==> src/rtl/flag_stack_pkg.sv <==
package flag_stack_pkg;

   // Status command selected for the current cycle
   typedef enum logic [2:0] {
      FS_OP_IDLE  = 3'd0,
      FS_OP_WRITE = 3'd1,
      FS_OP_PUSH  = 3'd2,
      FS_OP_POP   = 3'd3,
      FS_OP_SET   = 3'd4,
      FS_OP_CLEAR = 3'd5
   } fs_op_e;

   // Flag positions inside the live (lowest) level
   localparam int unsigned FLG_CARRY    = 0;
   localparam int unsigned FLG_OVERFLOW = 1;
   localparam int unsigned FLG_ZERO     = 2;
   localparam int unsigned FLG_NEG      = 3;
   localparam int unsigned FLG_EXTEND   = 4;
   localparam int unsigned FLG_IRQ      = 5;
   localparam int unsigned FLG_USER     = 6;
   localparam int unsigned FLG_PREFIX   = 7;
   localparam int unsigned FLG_RESTART  = 8;

endpackage

==> src/rtl/fs_cmd_pick.sv <==
module fs_cmd_pick
   import flag_stack_pkg::*;
(
   input  logic   wr_en,
   input  logic   push_en,
   input  logic   pop_en,
   input  logic   set_en,
   input  logic   clr_en,
   output fs_op_e op
);

   // Fixed priority: write > push > pop > set > clear
   always_comb begin
      if (wr_en)        op = FS_OP_WRITE;
      else if (push_en) op = FS_OP_PUSH;
      else if (pop_en)  op = FS_OP_POP;
      else if (set_en)  op = FS_OP_SET;
      else if (clr_en)  op = FS_OP_CLEAR;
      else              op = FS_OP_IDLE;
   end

   always_comb begin
      AST_IDLE_ONLY_WHEN_QUIET: assert ((op != FS_OP_IDLE) == (wr_en | push_en | pop_en | set_en | clr_en));
   end

endmodule

==> src/rtl/fs_level_shift.sv <==
module fs_level_shift #(
   parameter int unsigned DATA_W    = 32,
   parameter int unsigned LEVEL_W   = 10,
   parameter int unsigned KEEP_W    = 2,
   parameter int unsigned POP_GAP_W = 2
) (
   input  logic [DATA_W-1:0] cur,
   output logic [DATA_W-1:0] pushed,
   output logic [DATA_W-1:0] popped
);

   localparam int unsigned STACK_TOP = DATA_W - KEEP_W;             // first fixed bit
   localparam int unsigned POP_SRC_H = STACK_TOP - POP_GAP_W - 1;   // highest bit that pops down
   localparam int unsigned POP_DST_H = POP_SRC_H - LEVEL_W;         // its landing position

   for (genvar b = 0; b < DATA_W; b++) begin : g_bit
      if (b >= STACK_TOP) begin : g_fixed
         assign pushed[b] = cur[b];
         assign popped[b] = cur[b];
      end else begin : g_stack
         if (b >= LEVEL_W) begin : g_push_move
            assign pushed[b] = cur[b - LEVEL_W];
         end else begin : g_push_zero
            assign pushed[b] = 1'b0;
         end
         if (b <= POP_DST_H) begin : g_pop_move
            assign popped[b] = cur[b + LEVEL_W];
         end else begin : g_pop_zero
            assign popped[b] = 1'b0;
         end
      end
   end

endmodule

==> src/rtl/fs_sp_bank.sv <==
module fs_sp_bank #(
   parameter int unsigned SP_W = 32
) (
   input  logic            clk,
   input  logic            rst_n,
   input  logic            swap,
   input  logic            sp_ld_en,
   input  logic [SP_W-1:0] sp_ld_val,
   input  logic            usp_ld_en,
   input  logic [SP_W-1:0] usp_ld_val,
   output logic [SP_W-1:0] sp,
   output logic [SP_W-1:0] ksp,
   output logic [SP_W-1:0] usp
);

   always_ff @(posedge clk) begin
      if (!rst_n) begin
         sp  <= '0;
         ksp <= '0;
         usp <= '0;
      end else begin
         if (swap) begin
            ksp <= sp;
            sp  <= usp;
         end else if (sp_ld_en) begin
            sp <= sp_ld_val;
         end
         if (usp_ld_en) usp <= usp_ld_val;
      end
   end

   AST_SWAP_SAVES_ACTIVE: assert property (@(posedge clk) disable iff (!rst_n)
      swap |=> ksp == $past(sp));
   AST_SWAP_LOADS_USER: assert property (@(posedge clk) disable iff (!rst_n)
      swap |=> sp == $past(usp));
   AST_KERNEL_HOLDS: assert property (@(posedge clk) disable iff (!rst_n)
      !swap |=> $stable(ksp));
   AST_USER_LOADS: assert property (@(posedge clk) disable iff (!rst_n)
      usp_ld_en |=> usp == $past(usp_ld_val));

endmodule

==> src/rtl/flag_stack_shifter.sv <==
module flag_stack_shifter
   import flag_stack_pkg::*;
#(
   parameter int unsigned DATA_W    = 32,
   parameter int unsigned LEVEL_W   = 10,
   parameter int unsigned KEEP_W    = 2,
   parameter int unsigned POP_GAP_W = 2,
   parameter int unsigned SP_W      = 32,
   parameter int unsigned USER_BIT  = FLG_USER
) (
   input  logic              clk,
   input  logic              rst_n,
   input  logic              wr_en,
   input  logic [DATA_W-1:0] wr_data,
   input  logic              push_en,
   input  logic              pop_en,
   input  logic              set_en,
   input  logic              clr_en,
   input  logic [DATA_W-1:0] flag_mask,
   input  logic              sp_ld_en,
   input  logic [SP_W-1:0]   sp_ld_val,
   input  logic              usp_ld_en,
   input  logic [SP_W-1:0]   usp_ld_val,
   output logic [DATA_W-1:0] status_o,
   output logic [SP_W-1:0]   sp_o,
   output logic [SP_W-1:0]   ksp_o,
   output logic [SP_W-1:0]   usp_o
);

   localparam int unsigned STACK_TOP = DATA_W - KEEP_W;
   localparam int unsigned POP_CLR_L = STACK_TOP - LEVEL_W - POP_GAP_W;

   initial begin
      if (KEEP_W + LEVEL_W + POP_GAP_W >= DATA_W)
         $error("flag_stack_shifter: fixed field, gap and one level do not fit the word");
      if (USER_BIT >= LEVEL_W)
         $error("flag_stack_shifter: user bit must lie inside the live level");
   end

   fs_op_e            op;
   logic [DATA_W-1:0] status_q;
   logic [DATA_W-1:0] status_d;
   logic [DATA_W-1:0] pushed;
   logic [DATA_W-1:0] popped;
   logic              swap;

   fs_cmd_pick u_pick (
      .wr_en   (wr_en),
      .push_en (push_en),
      .pop_en  (pop_en),
      .set_en  (set_en),
      .clr_en  (clr_en),
      .op      (op)
   );

   fs_level_shift #(
      .DATA_W    (DATA_W),
      .LEVEL_W   (LEVEL_W),
      .KEEP_W    (KEEP_W),
      .POP_GAP_W (POP_GAP_W)
   ) u_shift (
      .cur    (status_q),
      .pushed (pushed),
      .popped (popped)
   );

   always_comb begin
      status_d = status_q;
      swap     = 1'b0;
      case (op)
         FS_OP_WRITE: status_d = wr_data;
         FS_OP_PUSH:  status_d = pushed;
         FS_OP_POP: begin
            status_d = popped;
            swap     = popped[USER_BIT];
         end
         FS_OP_SET: begin
            status_d = status_q | flag_mask;
            swap     = !status_q[USER_BIT] && flag_mask[USER_BIT];
         end
         FS_OP_CLEAR: status_d = status_q & ~flag_mask;
         default:     status_d = status_q;
      endcase
   end

   always_ff @(posedge clk) begin
      if (!rst_n) status_q <= '0;
      else        status_q <= status_d;
   end

   fs_sp_bank #(.SP_W(SP_W)) u_sp (
      .clk        (clk),
      .rst_n      (rst_n),
      .swap       (swap),
      .sp_ld_en   (sp_ld_en),
      .sp_ld_val  (sp_ld_val),
      .usp_ld_en  (usp_ld_en),
      .usp_ld_val (usp_ld_val),
      .sp         (sp_o),
      .ksp        (ksp_o),
      .usp        (usp_o)
   );

   assign status_o = status_q;

   AST_WRITE_LOADS: assert property (@(posedge clk) disable iff (!rst_n)
      wr_en |=> status_o == $past(wr_data));
   AST_PUSH_CLEARS_LIVE: assert property (@(posedge clk) disable iff (!rst_n)
      (push_en && !wr_en) |=> status_o[LEVEL_W-1:0] == '0);
   AST_POP_CLEARS_TOP: assert property (@(posedge clk) disable iff (!rst_n)
      (pop_en && !push_en && !wr_en) |=> status_o[STACK_TOP-1:POP_CLR_L] == '0);
   AST_SHIFT_KEEPS_FIXED: assert property (@(posedge clk) disable iff (!rst_n)
      ((push_en || pop_en) && !wr_en) |=> status_o[DATA_W-1:STACK_TOP] == $past(status_o[DATA_W-1:STACK_TOP]));
   AST_SET_HOLDS_MASK: assert property (@(posedge clk) disable iff (!rst_n)
      (set_en && !wr_en && !push_en && !pop_en) |=> (status_o & $past(flag_mask)) == $past(flag_mask));
   AST_CLEAR_NO_SWAP: assert property (@(posedge clk) disable iff (!rst_n)
      (clr_en && !set_en && !pop_en && !push_en && !wr_en && !sp_ld_en) |=> $stable(sp_o) && $stable(ksp_o));
   AST_WRITE_NO_SWAP: assert property (@(posedge clk) disable iff (!rst_n)
      (wr_en && !sp_ld_en) |=> $stable(sp_o) && $stable(ksp_o));

endmodule

==> config.mk <==
export PLATFORM = sky130hd
export DESIGN_NAME = flag_stack_shifter
export DESIGN_NICKNAME = d
export VERILOG_FILES = /design/src/rtl/flag_stack_pkg.sv /design/src/rtl/fs_cmd_pick.sv /design/src/rtl/fs_level_shift.sv /design/src/rtl/fs_sp_bank.sv /design/src/rtl/flag_stack_shifter.sv
export SDC_FILE = /design/constraint.sdc
export NUM_CORES = 1
export LEC_CHECK = 0
export BUFFER_PORTS_ARGS = -buffer_cell sky130_fd_sc_hd__buf_2
export CORE_MARGIN = 2
export CORE_UTILIZATION = 49
export CTS_BUF_LIST = sky130_fd_sc_hd__clkbuf_4
export CTS_CLUSTER_DIAMETER = 40
export DETAILED_ROUTE_END_ITERATION = 16
export PLACE_DENSITY = 0.82
export SYNTH_ARGS = -nofsm -noshare
export SYNTH_HDL_FRONTEND = slang
export SYNTH_SLANG_ARGS = --single-unit
==> constraint.sdc <==
create_clock -name clk -period 1.9 [get_ports clk]
set_input_delay 0.095 -clock clk [delete_from_list [all_inputs] [get_ports clk]]
set_output_delay 0.095 -clock clk [all_outputs]
set_load 0.05 [all_outputs]
==> results by group, run 1 <==
Min path
  – Hold crit path type: input pin to flop

Synthesis
  – Top FF cell, synth: dfxtp_1
  – FFs w/ async S/R, synth: 0%
  – Yosys top cell by area: dfxtp_1
  – Main area contributors after synthesis: dfxtp_1, mux2i_1, nor2b_1
  – Distinct cells, synth: 32
  – Sequential area share after synthesis: 43.7%
  – Yosys Warn Count: 0
  – Net count after synthesis: 736
  – Gate Count Post-Synth: 599
  – Synth Register Bits: 128
  – Post-synth EDFFs: 0
  – Mapped Area: 5860 um2
  – Most frequent cell after synthesis: dfxtp_1
  – Top cells by count, synth: dfxtp_1, mux2i_1, nor2b_1
  – Synth Area per Inst: 9.78 um2
  – Synth top area share: 43.7%

Worst setup path
  – Critical Path End Type: flop
  – CP Data Arrival Time: 2.33 ns
  – CP Class: flop to flop
  – Setup crit start kind: flop
  – Worst Path Max Fanout: 4
  – Critical Path RT: 2.36 ns

Floorplan
  – Cell Rows: 39
  – Initial Utilization: 50.7%
  – Die Span X: 113 um
  – Die Ht: 113 um
  – Die area: 12,900 um2
  – Core area: 11,600 um2
  – Top-Level Pins: 265

Layout
  – Multi-input logic area: 3050 um2
  – Register Area: 2570 um2
  – Fillers: 697
  – # diodes: 0
  – Nets: 1,128
  – Area delta synth->final: 54.5%
  – Layout cells sized above 1: 32.2%

Global routing
  – Largest net degree at the start of global routing: 61
  – Gr usage total: 33.1%
  – Vias in the first global route: 6,718
  – GRT overflow: 0
  – First-pass GRT wire length: 33,900 um
  – Initial antenna violation count: 0

Clocking
  – CTS Buffer Depth: 2
  – Inserted Clock Buffers: 17
  – Reg clk slew, reported paths: 0.11 ns
  – Htree depth: 4
  – Skew-Pair Late Insertion Delay: 0.53 ns
  – Root Buffer: clkbuf_4
  – CTS Sinks: 128
  – CTS tree: yes

Drt
  – Total via count in the routed design: 6,623
  – DRC: 0
  – Drt first pass iters: 5
  – Post-DR wirelength/cell: 19.1 um
  – Initial DRC Count: 681
  – Drt total wl: 21,900 um
  – Antenna Violating Nets Remaining: 0
  – Via density: 5.77

STA
  – Endpoints failing hold: 0
  – Setup-failing EPs final: 0
  – Min cycle time layout: 1.87 ns
  – Fin crit share: 98.3%
  – Worst-Margin Slew: 0.575 ns
  – Worst Skew: 0.0188 ns
  – Post-route setup slack: 0.0321 ns
  – Hold slack: 0.0157 ns
  – Slew Limit Fails: 0
  – Setup total negative slack: 0 ns
  – Slew headroom: 61.5%
  – Max Fclk: 535 MHz

Run status
  – Status: completed

Placement
  – PortBufs: 264
  – DP Worst Slack: 0.148 ns
  – Gpl congestion: 0.905
  – Post-detail-place hpwl: 12,000 um

Power
  – Peak VDD IR: 0.418 mV
  – Power per cell area: 741 nW/um2
  – Leak: 4.72 nW

Job
  – Max Cap Viol: 0
## stage by stage
step	utilization, %	std cells	power (mW)	cell area, um2
CTS	78.0	1146	6.62	9020
finish	78.3	1147	6.70	9050
global route	78.3	1147	6.92	9050
global placement	63.1	971	4.42	7290
floorplan	-	599	4.00	5860
detailed placement	63.1	971	4.44	7290
## worst max-delay path, stage by stage, from the launching register on
cell and delay, ns:
dfxtp_2 0.38, o221ai_1 0.11, dlygate4sd3_1 0.59, nor2_1 0.15
dlygate4sd3_1 0.58
## layout by cell type (no fill, tap or decap), types with 3 or more instances in the layout
cell type / Yosys / final
clkbuf_4: 0 / 17
o21ai_0: 21 / 21
buf_12: 0 / 5
o221ai_1: 22 / 22
buf_4: 0 / 14
clkinvlp_4: 0 / 6
a221oi_1: 21 / 21
nor2b_1: 71 / 71
clkinv_2: 0 / 3
dfxtp_2: 0 / 4
nand2_1: 51 / 50
o211a_1: 32 / 32
a21oi_1: 23 / 23
mux2i_1: 96 / 96
dfxtp_1: 128 / 124
nor2_1: 40 / 39
o21a_1: 6 / 6
a32o_1: 6 / 6
buf_2: 10 / 262
bufinv_16: 0 / 3
a221o_1: 6 / 6
dlygate4sd3_1: 0 / 143
o22ai_1: 4 / 4
## power by group
| group | switching (mW) | internal (mW) | leakage, nW |
|---|---|---|---|
| sequential | 0.151 | 2.83 | 1.05 |
| combinational | 1.05 | 0.693 | 3.52 |
| clock | 1.08 | 0.902 | 0.145 |
| total | 2.28 | 4.43 | 4.72 |
## cells by family (layout without fill, tap and decap cells)
| kind of cell | after synthesis | after routing | synth area share (%) |
|---|---|---|---|
| AOI/OAI and AO/OA | 152 | 152 | 20.7 |
| buffers and inverters | 54 | 459 | 4.57 |
| muxes | 96 | 96 | 16.4 |
| DFF | 128 | 128 | 43.7 |
| and+or+nand+nor | 169 | 169 | 14.6 |
## flip-flops by register name, summed over array words and instances (netlist names)
name,flops
status_o,32
u_sp.ksp,32
u_sp.sp,32
u_sp.usp,32
## repair_timing
action	4_1_cts	5_1_grt
hold endpoints to repair	96	0
hold buffers	143	0
setup endpoints to repair	0	7
setup buffers	0	0
resized for setup	0	11
## path summary, 6_finish.rpt
check	from	to	slack, ns	cells past startpoint
hold reg to reg	status_o[29]	status_o[29]	0.52	2
hold / removal	flag_mask[16]	status_o[16]	0.02	4
setup / recovery	status_o[23]	status_o[23]	0.03	4
setup reg to reg	status_o[23]	status_o[23]	0.03	4
## final cells by class
cell class	count	area share, %
Timing Repair inverter	1	0.0553
Clock buffer	17	1.41
Timing Repair Buffer	424	32.6
Inverter	2	0.124
Multi-Input combinational cell	417	33.7
Clock inverter	15	1.85
Sequential cell	128	28.4
Tap cell	143	1.98
## per-layer routing
layer	global-route usage (%)	part of all wire, %
met1	36.7	38
met5	0	0
met2	58.1	49
met3	7.93	8.4
met4	18.8	5.3
Power figures use the tool's default switching activity.
==> run 2, diff against run 1 <==
MAX_ROUTING_LAYER = met4   (was default)
==> results by group, run 2 (synthesized netlist as in run 1, its figures left out) <==
Global routing
  – Gr usage total: 34.2%
  – Vias in the first global route: 6,722
  – Initial antenna violation count: 0
  – Largest net degree at the start of global routing: 61
  – GRT overflow: 0
  – GRT busiest layer: met2
  – Met2 usage: 57.7%
  – First-pass GRT wire length: 34,000 um
  – M3 GR Usage: 7.39%
  – M1 GR Usage: 37.6%

Worst setup path
  – Critical Path RT: 2.30 ns
  – CP Data Arrival Time: 2.27 ns
  – Critical Path End Type: flop
  – CP Class: input pin to flop
  – Setup crit start kind: input pin
  – Worst Path Max Fanout: 26

Floorplan
  – Die Span X: 113 um
  – Core area: 11,600 um2
  – Cell Rows: 39
  – Die Ht: 113 um
  – Die area: 12,900 um2
  – Initial Utilization: 50.7%
  – Top-Level Pins: 265

Drt
  – DRC: 0
  – Total via count in the routed design: 6,601
  – Via density: 5.76
  – Drt first pass iters: 6
  – Post-DR wirelength/cell: 19.1 um
  – Initial DRC Count: 664
  – Drt total wl: 21,900 um
  – Antenna Violating Nets Remaining: 0

Job
  – Max Cap Viol: 0

Layout
  – Nets: 1,128
  – Post-Layout Inst Area: 9050 um2
  – Fillers: 697
  – Most frequent cells in the layout: buf_2, dlygate4sd3_1, dfxtp_1
  – Multi-input logic area: 3040 um2
  – Commonest non-fill, non-tap cell in the layout: buf_2
  – Register Area: 2570 um2
  – # diodes: 0
  – Layout cells sized above 1: 32.2%
  – Area delta synth->final: 54.4%

Clocking
  – Inserted Clock Buffers: 17
  – Reg clk slew, reported paths: 0.12 ns
  – CTS tree: yes
  – Root Buffer: clkbuf_4
  – CTS Sinks: 128
  – CTS Buffer Depth: 2
  – Skew-Pair Late Insertion Delay: 0.51 ns
  – Htree depth: 4

STA
  – Slew Limit Fails: 0
  – Slew headroom: 61.5%
  – Max Fclk: 535 MHz
  – Endpoints failing hold: 0
  – Fin crit share: 98.4%
  – Setup-failing EPs final: 0
  – Min cycle time layout: 1.87 ns
  – Worst Skew: 0.0186 ns
  – Unrepaired setup endpoints after global routing: false
  – Worst-Margin Slew: 0.574 ns
  – Setup total negative slack: 0 ns

Placement
  – PortBufs: 264
  – Post-detail-place hpwl: 12,000 um
  – Post-DP Area: 7290 um2
  – Gpl congestion: 0.920

Power
  – Peak VDD IR: 0.416 mV
  – Leak: 4.72 nW
  – Power per cell area: 740 nW/um2

Run status
  – Status: completed

Min path
  – Hold crit path type: input pin to flop
-- run 2: cell counts in the layout (fill, tap and decap cells not counted) --
Identical to the previous run, type by type.
-- run 2: worst paths after layout --
check | from | endpoint | slack, ns | cells after the start
setup / recovery | push_en | status_o[23] | 0.03 | 8
hold / removal | flag_mask[16] | status_o[16] | 0.04 | 4
hold reg to reg | status_o[29] | status_o[29] | 0.52 | 2
setup reg to reg | status_o[23] | status_o[23] | 0.05 | 4
-- run 2: where the power goes --
group / switching, mW / total [mW] / internal, mW
clock: 1.07 / 1.98 / 0.903
sequential: 0.149 / 2.98 / 2.83
combinational: 1.05 / 1.74 / 0.693
total: 2.27 / 6.70 / 4.43
-- run 2: area by class of cell --
cell class              count  area share [%]
repair buffers            424            32.6
flip-flops and latches    128            28.4
multi-input cells         417            33.6
repair inverters            1          0.0553
inverters                   2           0.124
well taps                 143            1.98
clock buffers              17            1.41
clock inverters            15            1.85
-- run 2: repair_timing --
action / CTS / global route
resized for setup: 0 / 10
hold buffers: 143 / 0
setup endpoints to repair: 0 / 7
buffers inserted: 0 / 0
hold endpoints to repair: 96 / 0
-- run 2: worst max-delay path, cell delays in order --
cell and delay, ns:
buf_4 0.20, nor3_4 0.24, nand2_2 0.13, buf_12 0.19, o221ai_1 0.17, dlygate4sd3_1 0.59, nor2_1 0.06, dlygate4sd3_1 0.57
-- run 2: metal layers --
| layer | wire [um] | part of all wire [%] |
|---|---|---|
| met1 | 8280 | 38 |
| met2 | 10800 | 49 |
| met4 | 1090 | 5.0 |
| met3 | 1740 | 8.0 |
| met5 | 0 | 0 |
-- run 2: through the flow --
stage                     power (mW)  hold slack [ns]  util (%)  setup WS (ns)  cells
final                           6.70           0.0430      78.2         0.0303   1147
after global routing            6.93           0.0105      78.2        0.00989   1147
after detailed placement        4.44            0.361      63.1          0.148    971
after floorplan                 4.00            0.250         -          0.143    599
after CTS                       6.62          0.00482      78.0         0.0122   1146
after global placement          4.42            0.353      63.1          0.233    971
==> run 3, diff against run 2 <==
CORE_MARGIN = default   (was 2)
CORE_UTILIZATION = 25   (was 49)
PLACE_DENSITY = 0.47   (was 0.82)
==> results by group, run 3 (synthesized netlist as in run 1, its figures left out) <==
Clocking
  – Reg clk slew, reported paths: 0.15 ns
  – CTS Sinks: 128
  – Skew-Pair Late Insertion Delay: 0.54 ns
  – Htree depth: 4
  – Inserted Clock Buffers: 17
  – Setup repair bufs after CTS: 0
  – CTS Buffer Depth: 2
  – Post_cts resized: 0
  – CTS tree: yes
  – Root Buffer: clkbuf_4

Placement
  – PortBufs: 264
  – Gpl congestion: 0.765
  – Post-detail-place hpwl: 13,400 um

Min path
  – Hold crit path type: input pin to flop
  – Hold Crit Depth: 4
  – Worst hold endpoint: status_o[14]
  – Worst Min Path Start: flag_mask[14]

STA
  – Setup total negative slack: 0 ns
  – Unrepaired setup endpoints after global routing: false
  – Slew headroom: 40.2%
  – Min cycle time layout: 1.78 ns
  – Slew Limit Fails: 0
  – Max Fclk: 560 MHz
  – Setup-failing EPs final: 0
  – Fin crit share: 93.9%
  – Worst-Margin Slew: 0.895 ns
  – Worst Skew: 0.0252 ns
  – Endpoints failing hold: 0

Power
  – Part of the power in the clock network: 33.3%
  – Leak: 4.76 nW
  – Switching power: 2.37 mW
  – Overall power: 6.98 mW
  – Peak VDD IR: 0.291 mV
  – Power per cell area: 754 nW/um2
  – Comb power frac: 24.1%
  – Sw Ratio: 33.9%
  – Internal power: 4.61 mW
  – Seq pwr share: 42.5%

Global routing
  – Met2 usage: 27.4%
  – GRT overflow: 0
  – Initial antenna violation count: 2
  – M1 GR Usage: 21.5%
  – Largest net degree at the start of global routing: 129
  – Vias in the first global route: 5,939
  – M3 GR Usage: 4.37%
  – Gr usage total: 17.3%
  – GRT busiest layer: met2
  – First-pass GRT wire length: 31,800 um

Drt
  – Drt first pass iters: 5
  – DRC: 0
  – Post-DR wirelength/cell: 15.7 um
  – Total via count in the routed design: 6,063
  – Antenna Violating Nets Remaining: 0
  – Drt total wl: 20,600 um
  – Via density: 4.62
  – Initial DRC Count: 377

Layout
  – Nets: 1,122
  – Most frequent cells in the layout: buf_2, dlygate4sd3_1, dfxtp_1
  – Area delta synth->final: 57.9%
  – Layout cells sized above 1: 32.4%
  – Commonest non-fill, non-tap cell in the layout: buf_2

Floorplan
  – Die Span X: 155 um
  – Core area: 22,800 um2
  – Cell Rows: 55
  – Initial Utilization: 25.7%
  – Die Ht: 155 um
  – Die area: 24,100 um2
  – Top-Level Pins: 265

Worst setup path
  – CP Class: flop to flop
  – Critical Path End Type: flop
  – Worst R2R Setup Slack: 0.12 ns
  – Critical Path RT: 2.32 ns
  – RR Endpoint: status_o[16]
  – CP Data Arrival Time: 2.21 ns
  – Worst R2R Path Depth: 5
  – R2R Path Start: status_o[16]
  – Worst Path Max Fanout: 5
  – Setup crit start kind: flop

Job
  – Max Cap Viol: 0

Run status
  – Status: completed
## run 3: power groups by stage
stage	registers, mW	clock network (mW)	logic, mW
global route	2.99	2.55	1.79
floorplan	3.50	0	0.498
finish	2.97	2.33	1.68
CTS	2.97	2.43	1.69
global placement	3.03	0	1.45
detailed placement	3.03	0	1.45
## run 3: how the worst max path moves through the flow
stage / cells after the start / start / slack (ns) / to
global route: 5 / status_o[16] / 0.05 / status_o[16]
floorplan: 5 / status_o[6] / 0.14 / u_sp.ksp[10]
detailed placement: 6 / push_en / 0.08 / u_sp.ksp[26]
CTS: 5 / status_o[16] / 0.10 / status_o[16]
finish: 5 / status_o[16] / 0.12 / status_o[16]
global placement: 6 / push_en / 0.15 / u_sp.ksp[6]
## run 3: stage by stage
| stage | hold WS [ns] | instances | setup slack [ns] | util, % | area [um2] |
|---|---|---|---|---|---|
| 3_5_place_dp | 0.359 | 1147 | 0.0828 | 33.2 | 7580 |
| 2_1_floorplan | 0.250 | 599 | 0.143 | - | 5860 |
| 3_3_place_gp | 0.355 | 1147 | 0.148 | 33.2 | 7580 |
| 5_1_grt | 0.0398 | 1313 | 0.0515 | 40.5 | 9250 |
| 6_report | 0.0790 | 1313 | 0.115 | 40.5 | 9250 |
| 4_1_cts | 0.00396 | 1311 | 0.103 | 40.5 | 9250 |
## run 3: layer usage
layer | wire [um] | up-vias | share of wire [%]
li1 | - | 2961 | -
met1 | 9240 | 2834 | 45
met2 | 9640 | 244 | 47
met3 | 1370 | 24 | 6.6
met4 | 344 | 0 | 1.7
met5 | 0 | - | 0
## run 3: cell type report
| cell class | count | area, um2 |
|---|---|---|
| Antenna cell | 2 | 5.00 |
| Clock buffer | 17 | 128 |
| Clock inverter | 15 | 221 |
| Fill cell | 2356 | 13600 |
| Inverter | 2 | 7.51 |
| Multi-Input combinational cell | 417 | 3030 |
| Sequential cell | 128 | 2560 |
| Tap cell | 313 | 392 |
| Timing Repair Buffer | 419 | 2910 |
## run 3: worst max-delay path, cell delays in order, from the launching register on
cell and delay [ns]:
dfxtp_1 0.35, buf_4 0.17, o21a_1 0.18, a221o_1 0.24
dlygate4sd3_1 0.55, a32o_1 0.20
## run 3: timing repair
item / CTS / global route
hold endpoints to repair: 96 / 0
setup endpoints to repair: 0 / 0
hold buffers: 132 / 0
